## config.mk

```make
export PLATFORM = sky130hd
export DESIGN_NAME = neg_exec_unit
export DESIGN_NICKNAME = d
export VERILOG_FILES = /design/src/rtl/neg_pkg.sv /design/src/rtl/neg_decode.sv /design/src/rtl/neg_core.sv /design/src/rtl/neg_merge.sv /design/src/rtl/neg_exec_unit.sv
export SDC_FILE = /design/constraint.sdc
export NUM_CORES = 1
export LEC_CHECK = 0
export ABC_AREA = 1
export BUFFER_PORTS_ARGS = -buffer_cell sky130_fd_sc_hd__buf_2
export CORE_MARGIN = 3
export CORE_UTILIZATION = 30
export CTS_BUF_LIST = sky130_fd_sc_hd__clkbuf_8
export DETAILED_ROUTE_END_ITERATION = 10
export PLACE_DENSITY_LB_ADDON = 0.15
export SYNTH_ARGS = -nofsm -noshare
export SYNTH_HDL_FRONTEND = slang
export SYNTH_SLANG_ARGS = --single-unit
```

## constraint.sdc

```tcl
create_clock -name clk -period 0.8 [get_ports clk]
set_input_delay 0.16 -clock clk [delete_from_list [all_inputs] [get_ports clk]]
set_output_delay 0.16 -clock clk [all_outputs]
set_load 0.01 [all_outputs]
```

## src/rtl/neg_pkg.sv

```systemverilog
package neg_pkg;
   typedef enum logic [1:0] {
      OPW_8  = 2'd0,
      OPW_16 = 2'd1,
      OPW_32 = 2'd2,
      OPW_64 = 2'd3
   } opw_e;

   typedef struct packed {
      logic cf;
      logic of;
      logic sf;
      logic zf;
      logic af;
      logic pf;
   } aflags_t;
endpackage

```

## src/rtl/neg_decode.sv

```systemverilog
module neg_decode
   import neg_pkg::*;
#(
   parameter logic [7:0] OPC_NARROW = 8'hF6,
   parameter logic [7:0] OPC_WIDE   = 8'hF7,
   parameter logic [2:0] EXT_FIELD  = 3'd3
) (
   input  logic [7:0] opcode_i,
   input  logic [7:0] modrm_i,
   input  logic       lock_i,
   input  logic       osz_i,
   input  logic       wide_i,
   output logic       hit_o,
   output logic       ud_o,
   output opw_e       opw_o
);
   localparam logic [1:0] MOD_REG = 2'b11;

   logic opc_narrow, opc_wide;

   assign opc_narrow = (opcode_i == OPC_NARROW);
   assign opc_wide   = (opcode_i == OPC_WIDE);
   assign hit_o      = (opc_narrow || opc_wide) && (modrm_i[5:3] == EXT_FIELD);
   assign ud_o       = hit_o && lock_i && (modrm_i[7:6] == MOD_REG);

   always_comb begin
      if (opc_narrow)  opw_o = OPW_8;
      else if (wide_i) opw_o = OPW_64;
      else if (osz_i)  opw_o = OPW_16;
      else             opw_o = OPW_32;
   end
endmodule

```

## src/rtl/neg_core.sv

```systemverilog
module neg_core
   import neg_pkg::*;
#(
   parameter int DATA_W = 64
) (
   input  logic [DATA_W-1:0] operand_i,
   input  opw_e              opw_i,
   output logic [DATA_W-1:0] result_o,
   output aflags_t           flags_o
);
   localparam int NUM_LANES = $clog2(DATA_W / 8) + 1;

   if (DATA_W != 64) begin : g_bad_width
      $error("neg_core: DATA_W must be 64 to match the four width codes");
   end

   logic [DATA_W-1:0] lane_res [NUM_LANES];
   aflags_t           lane_flg [NUM_LANES];

   for (genvar g = 0; g < NUM_LANES; g++) begin : g_lane
      localparam int LW = 8 << g;
      logic [LW-1:0] src, neg;
      assign src         = operand_i[LW-1:0];
      assign neg         = '0 - src;
      assign lane_res[g] = DATA_W'(neg);
      assign lane_flg[g] = '{cf: |src,
                             of: (src == {1'b1, {(LW-1){1'b0}}}),
                             sf: neg[LW-1],
                             zf: ~|neg,
                             af: |src[3:0],
                             pf: ~^neg[7:0]};
   end

   assign result_o = lane_res[opw_i];
   assign flags_o  = lane_flg[opw_i];

   always_comb begin
      a_r6_carry_vs_zero: assert (flags_o.cf == ~flags_o.zf);
      a_r7_of_implies_sf: assert (!flags_o.of || flags_o.sf);
   end
endmodule

```

## src/rtl/neg_merge.sv

```systemverilog
module neg_merge
   import neg_pkg::*;
#(
   parameter int DATA_W = 64
) (
   input  logic [DATA_W-1:0] reg_i,
   input  logic [DATA_W-1:0] res_i,
   input  opw_e              opw_i,
   output logic [DATA_W-1:0] wb_o
);
   localparam int W8  = 8;
   localparam int W16 = 16;
   localparam int W32 = 32;

   always_comb begin
      unique case (opw_i)
         OPW_8:   wb_o = {reg_i[DATA_W-1:W8],  res_i[W8-1:0]};
         OPW_16:  wb_o = {reg_i[DATA_W-1:W16], res_i[W16-1:0]};
         OPW_32:  wb_o = DATA_W'(res_i[W32-1:0]);
         default: wb_o = res_i;
      endcase
   end
endmodule

```

## src/rtl/neg_exec_unit.sv

```systemverilog
module neg_exec_unit
   import neg_pkg::*;
#(
   parameter int          DATA_W     = 64,
   parameter logic [7:0]  OPC_NARROW = 8'hF6,
   parameter logic [7:0]  OPC_WIDE   = 8'hF7,
   parameter logic [2:0]  EXT_FIELD  = 3'd3
) (
   input  logic              clk,
   input  logic              rst_n,
   input  logic              valid_i,
   input  logic [7:0]        opcode_i,
   input  logic [7:0]        modrm_i,
   input  logic              lock_i,
   input  logic              osz_i,
   input  logic              wide_i,
   input  logic [DATA_W-1:0] reg_i,
   output logic [DATA_W-1:0] wb_value_o,
   output logic              cf_o,
   output logic              of_o,
   output logic              sf_o,
   output logic              zf_o,
   output logic              af_o,
   output logic              pf_o,
   output logic              ud_o,
   output logic              nx_o,
   output logic              res_valid_o
);
   logic              hit, ud;
   opw_e              opw;
   logic [DATA_W-1:0] neg_res, merged;
   aflags_t           flg_d, flg_q;
   logic [DATA_W-1:0] wb_q;
   logic              ud_q, nx_q, vld_q;

   neg_decode #(.OPC_NARROW(OPC_NARROW), .OPC_WIDE(OPC_WIDE), .EXT_FIELD(EXT_FIELD)) u_dec (
      .opcode_i(opcode_i), .modrm_i(modrm_i), .lock_i(lock_i), .osz_i(osz_i),
      .wide_i(wide_i), .hit_o(hit), .ud_o(ud), .opw_o(opw)
   );

   neg_core #(.DATA_W(DATA_W)) u_core (
      .operand_i(reg_i), .opw_i(opw), .result_o(neg_res), .flags_o(flg_d)
   );

   neg_merge #(.DATA_W(DATA_W)) u_mrg (
      .reg_i(reg_i), .res_i(neg_res), .opw_i(opw), .wb_o(merged)
   );

   always_ff @(posedge clk or negedge rst_n) begin
      if (!rst_n) begin
         vld_q <= 1'b0;
         ud_q  <= 1'b0;
         nx_q  <= 1'b0;
         wb_q  <= '0;
         flg_q <= '0;
      end else begin
         vld_q <= valid_i;
         ud_q  <= valid_i && ud;
         nx_q  <= valid_i && !hit;
         if (valid_i) begin
            if (hit && !ud) begin
               wb_q  <= merged;
               flg_q <= flg_d;
            end else begin
               wb_q  <= reg_i;
            end
         end
      end
   end

   assign wb_value_o  = wb_q;
   assign {cf_o, of_o, sf_o, zf_o, af_o, pf_o} = flg_q;
   assign ud_o        = ud_q;
   assign nx_o        = nx_q;
   assign res_valid_o = vld_q;

   a_r1_valid_latency: assert property (@(posedge clk) disable iff (!rst_n)
      valid_i |=> res_valid_o);
   a_r1_no_spurious: assert property (@(posedge clk) disable iff (!rst_n)
      !valid_i |=> !res_valid_o);
   a_r9_fault_keeps_reg: assert property (@(posedge clk) disable iff (!rst_n)
      (res_valid_o && ud_o) |-> (wb_value_o == $past(reg_i)));
   a_r9_fault_keeps_flags: assert property (@(posedge clk) disable iff (!rst_n)
      (res_valid_o && ud_o) |-> $stable({cf_o, of_o, sf_o, zf_o, af_o, pf_o}));
   a_r10_miss_keeps_flags: assert property (@(posedge clk) disable iff (!rst_n)
      (res_valid_o && nx_o) |-> $stable({cf_o, of_o, sf_o, zf_o, af_o, pf_o}));
   a_r10_exclusive: assert property (@(posedge clk) disable iff (!rst_n)
      !(ud_o && nx_o));
   a_r3_zero_ext: assert property (@(posedge clk) disable iff (!rst_n)
      (res_valid_o && !ud_o && !nx_o &&
       $past(opcode_i == OPC_WIDE && !wide_i && !osz_i)) |-> (wb_value_o[DATA_W-1:32] == '0));
endmodule

```

==> results of run 1 <==
[worst register-to-register path, stage by stage, from the launching register on]
cell     delay [ns]
dfrtp_1        0.38
buf_4          0.13
nor2_1         0.16
nor2_4         0.05
[report_power, final]
group / internal (mW) / switching (mW)
Clock: 2.24 / 1.67
Combinational: 1.99 / 2.07
Sequential: 3.99 / 0.164
Total: 8.22 / 3.90
[state kept, by name, indices dropped and copies added (netlist names)]
register	flops
zf_o	1
nx_o	1
of_o	1
pf_o	1
res_valid_o	1
ud_o	1
af_o	1
sf_o	1
cf_o	1
wb_value_o	64
[what timing repair did]
| item | 4_1_cts | 5_1_grt |
|---|---|---|
| pin swaps | 145 | 89 |
| endpoints found under the setup margin | 142 | 144 |
| endpoints found under the hold margin | 74 | 0 |
| cloned | 4 | 1 |
| hold buffers | 2 | 0 |
| buffers inserted | 57 | 59 |
| gates resized for setup | 406 | 175 |
[worst max path at each step]
stage,from,to,slack [ns]
3_5_place_dp,reg_i[18],zf_o,-1.66
5_1_grt,reg_i[50],zf_o,-1.12
3_3_place_gp,reg_i[18],zf_o,-1.75
4_1_cts,reg_i[24],zf_o,-0.90
2_1_floorplan,reg_i[0],zf_o,-0.83
6_report,reg_i[0],zf_o,-1.0
[routing by layer]
metal	share of wire, %	global-route usage, %	wire [um]
met1	43	38.2	13300
met2	47	43.4	14500
met3	7.3	5.28	2260
met4	2.2	5.69	679
met5	0	0	0
[area by class of cell]
class	count	area, sq um	area share, %
timing repair buffer	539	4510	35.2
sequential	73	1830	14.3
multi-input combinational	790	5640	44.1
inverter	56	250	1.95
tap	260	325	2.54
clock buffer	11	151	1.18
clock inverter	5	103	0.801
[through the flow]
step / hold WS (ns) / total power [mW] / cell area (sq um)
CTS: 0.0334 / 11.6 / 11800
finish: 0.0361 / 12.1 / 12800
global placement: 0.0344 / 7.12 / 9420
detailed placement: 0.0421 / 7.14 / 9420
floorplan: -0.136 / 5.37 / 6170
global route: 0.0520 / 12.7 / 12800
[cells in the final DEF, fill, tap and decap left out, drive strengths merged, types with 23 or more instances in the layout]
master	synthesis	routed
nand3b	24	24
xor2	23	23
buf	8	536
o21ai	36	36
nand3	48	48
a21oi	95	95
dfrtp	73	73
nand2	269	269
inv	56	54
nor2	248	248
[kinds of logic after synthesis]
logic type / Yosys count
DFF: 73
xor gates and xnor gates: 33
buffers and inverters: 80
AOI/OAI and AO/OA: 141
muxes: 1
adders and majority gates: 4
and+or+nand+nor: 611
==> metrics.txt, run 1 <==
status=complete, but fails checks; failing checks=setup timing; Row Count=50; RR Endpoint=wb_value_o[5]; Worst Clk Skew=0 ns; kind of cell adding the most delay to the critical path=simple AND/OR/NAND/NOR gates; Synth Area in Simple Gates=45.3%; share of the synthesized area in the top cell type=31.0%; CTS tree=built; Worst-Margin Slew=0.368 ns; Ports=159; initial drt markers=555; H-tree level count=3; critical path class=in -> reg; Core Area=19000 sq um; die width=146 um; area share of fa/ha/maj cells after synthesis=0.850%; Buf/Inv on CP=3; static leakage=5.80 nW; asr flop ratio synth=100%; antenna viol nets, final=0; Worst Hold End=wb_value_o[3]; initial antenna violation count=0; final period utilization=225%; number of buffers created by CTS=9; worst slack at placement=-1.66 ns; synth unique cells=39; Worst Path Max Fanout=4; combinational family with the most area after synthesis=simple AND/OR/NAND/NOR gates; Die Y=146 um; fillers=1545; critical path arrival=2.12 ns; CP required=1.12 ns; # placed instances=1624; slowest stage delay, CP=0.34 ns; final net count=1559; largest net degree at the start of global routing=38; Layout Cells excl Fill=1734; Startpoint Class=primary input; HP Start=reg_i[3]; worst setup margin=-0.999 ns; first-pass GRT wire length=45900 um; CP endpoint kind=register; Syn Nets=1033; Antenna Cells=0; CP Cell Sequence=buf_8 -> clkinvlp_4 -> ha_4 -> inv_4 -> nor2_4 -> xor2_1 -> ha_4 -> nand4_1 -> nor3_1 -> nand4_1 -> nor2_2 -> nand2_1 -> a21oi_2; Post-synth EDFFs=0; TritonCTS sink count=73; starting density of the core=30.9%; worst reg2reg startpoint=wb_value_o[5]; Max Clk Rate=556 MHz; vias per cell=4.97; Max Root-Sink Buffers=2; vias in the first global route=8406; maximum vdd drop=0.733 mV; min-delay worst type=in -> reg; Slew headroom=75.4%; Post-Syn Instances=943; cell accounting for the most synthesized area=dfrtp_1; Buffers on Ports=155; RD Place Congestion=0.982; Hold Vio Cnt, Final=0; Syn Area/Cell=6.24 sq um; final setup violation count=142; main flop type after synthesis=dfrtp_1; RSZ-0062 raised after global routing=true; First-pass DRT Iterations=7; Total Die Area=21300 sq um; slowest cell on the critical path=xor2_1; final setup TNS=-58.82 ns; Synth Cell Area=5890 sq um; share of cells above drive strength 1=60.4%; Seq cells post-synth=73; Tmin final=1.80 ns; drt drc=0; Layout area overhead=118%; Worst R2R Path Depth=3; top cells by area, synth=dfrtp_1 31%, nand2_1 16%, nor2_1 15%; Max Slew Vio Count=0; multiplexer share of the synthesized area=0.170%; post-synthesis compound-gate area fraction=12.4%; YS warnings=0; Max Cap Viol=0; via count=8622; Post-DP HPWL=21700 um; Commonest cells post-synth=258 x nand2_1, 229 x nor2_1, 94 x a21oi_1; hold path depth=3; Clock transition at path regs=0.09 ns; post-layout util=67.4%; clock latency at the later pin of the worst-skew pair=0.38 ns; CP Depth=13; post-synthesis xor/xnor area fraction=4.91%; CTS Root Cell=clkbuf_8; WL final=30800 um; top-count cell post-synth=nand2_1; Seq/Total Area, Yosys=31.0%; GRT Util Overall=27.1%; DR WL/cell=17.8 um; PD cells=946 nW/um^2; setup slack, reg-to-reg=-0.02 ns; grt ovf=0
Note: power is estimated with default switching activity, not from simulation.
==> run 2, diff against run 1 <==
==> constraint.sdc (replaced) <==
create_clock -name clk -period 0.8 [get_ports clk]
set_input_delay 0.08 -clock clk [delete_from_list [all_inputs] [get_ports clk]]
set_output_delay 0.08 -clock clk [all_outputs]
set_load 0.01 [all_outputs]
==> metrics.txt, run 2 (same netlist as run 1, synthesis figures left out) <==
Layout Cells excl Fill=1722 (-0.69%); RSZ-0062 raised after global routing=true; share of cells above drive strength 1=58.8% (-1.6 points); fillers=1646 (+6.5%); PD cells=965 nW/um^2 (+2.1%); post-layout util=64.8% (-2.6 points); post-route cell area=12300 sq um (-3.8%); clock latency at the later pin of the worst-skew pair=0.38 ns (about the same); via count=8417 (-2.4%); DR WL/cell=17.2 um (-3.0%); setup slack, reg-to-reg=-0.09 ns (-0.07 ns); Core Area=19000 sq um (unchanged); First-pass DRT Iterations=4 (-3); first-pass GRT wire length=44200 um (-3.6%); drt drc=0 (unchanged); Buffers on Ports=155 (unchanged); grt ovf=0 (unchanged); Max Cap Viol=0 (unchanged); Max Slew Vio Count=0 (unchanged); total net switching power=3.84 mW (-1.5%); antenna viol nets, final=0 (unchanged); Worst Clk Skew=0 ns (unchanged); WL final=29700 um (-3.7%); worst slack at placement=-1.49 ns (+0.167 ns); final net count=1546 (-0.83%); CP endpoint kind=register; static leakage=5.57 nW (-4.0%); # placed instances=1618 (-0.37%); Total Die Area=21300 sq um (unchanged); Max Root-Sink Buffers=2 (unchanged); CTS tree=built; status=complete, but fails checks; initial drt markers=490 (-12%); failing checks=hold timing, setup timing; commonest cells after routing, fill and taps aside=300 x buf_4, 218 x nand2_1, 137 x nor2_1; Clock transition at path regs=0.10 ns (about the same); Ports=159 (unchanged); worst hold slack=-0.00620 ns (-0.0423 ns); vias per cell=4.89 (-1.7%); Slew headroom=74.6% (-0.84 points); largest net degree at the start of global routing=38 (unchanged); die width=146 um (unchanged); Max Clk Rate=588 MHz (+5.7%); Hold Vio Cnt, Final=1 (+1); Seq pwr share=34.8% (+0.5 points); number of buffers created by CTS=9 (unchanged); Startpoint Class=primary input; switch share=32.2% (+0.092 points); TritonCTS sink count=73 (unchanged); power share of the clock group=32.4% (+0.2 points); min-delay worst type=in -> reg; worst setup margin=-0.901 ns (+0.0977 ns); Comb power frac=32.8% (-0.7 points); commonest non-fill, non-tap cell in the layout=buf_4; RD Place Congestion=1.03 (+5.4%); H-tree level count=3 (unchanged); maximum vdd drop=0.648 mV (-12%); Layout area overhead=109%; Worst Path Max Fanout=3 (-1); CP required=1.11 ns (about the same); Post-DP HPWL=21300 um (-1.8%); Int Pwr=8.06 mW (-2.0%); CTS Root Cell=clkbuf_8; Row Count=50 (unchanged); GRT Util Overall=26.3% (-0.80 points); final setup violation count=143 (+0.70%); final setup TNS=-50.26 ns (+8.56 ns); Design Power=11.9 mW (-1.8%); dpl cell area=9400 sq um (-0.25%); critical path arrival=2.01 ns (-0.11 ns); vias in the first global route=8162 (-2.9%); Die Y=146 um (unchanged); Worst-Margin Slew=0.377 ns (+0.00988 ns); final period utilization=213% (-12 points); max FFs per register=64 (unchanged); initial antenna violation count=1 (+1); starting density of the core=30.9% (unchanged); critical path class=in -> reg; Tmin final=1.70 ns (-0.0977 ns)
-- run 2: what timing repair did --
item                       in CTS  in global routing
gates cloned                    6                  0
gates resized for setup       278                189
buffers inserted               62                 38
pin swaps                     109                101
setup endpoints to repair     142                143
hold buffers                    3                  3
hold endpoints to repair       75                  3
-- run 2: path summary, 6_finish.rpt --
| kind | endpoint | start | cells past startpoint |
|---|---|---|---|
| worst max-delay path | zf_o | reg_i[8] | 15 |
| worst min-delay path | wb_value_o[1] | reg_i[1] | 3 |
| worst max register to register | wb_value_o[0] | wb_value_o[0] | 4 |
| worst min register to register | wb_value_o[9] | wb_value_o[9] | 2 |
| max in group asynchronous | af_o | rst_n | 3 |
| min in group asynchronous | nx_o | rst_n | 3 |
-- run 2: layer usage --
metal,global-route usage (%),vias up,part of all wire [%]
met5,0,-,0
met3,4.62,64,5.5
met4,9.13,0,3.4
li1,-,4063,-
met2,40.6,264,45
met1,37.1,4026,46
-- run 2: critical path, stage by stage --
cell,delay (ns)
buf_2,0.15
nor2_4,0.14
nand2_1,0.12
nor2_2,0.20
nand2_4,0.10
buf_12,0.14
xnor2_4,0.15
nand2_1,0.08
nor3_2,0.16
nand2_1,0.15
nor2_1,0.13
nand2_1,0.05
nor2_1,0.14
nand2_1,0.08
a21oi_2,0.13
-- run 2: power by group through the flow --
stage,Combinational (mW),Sequential (mW),Clock [mW]
after floorplan,1.00,4.37,0
after global placement,2.90,4.21,0
after detailed placement,2.92,4.21,0
after CTS,3.43,4.13,3.90
after global routing,4.21,4.18,4.05
final,3.91,4.14,3.85
-- run 2: final cells by class --
class | count | area (sq um) | area share (%)
Antenna cell | 1 | 2.50 | 0.0203
Clock buffer | 10 | 138 | 1.12
Multi-Input combinational cell | 791 | 5440 | 44.2
Sequential cell | 73 | 1830 | 14.8
Timing Repair Buffer | 525 | 4230 | 34.3
Clock inverter | 6 | 115 | 0.934
Inverter | 56 | 241 | 1.96
Tap cell | 260 | 325 | 2.64
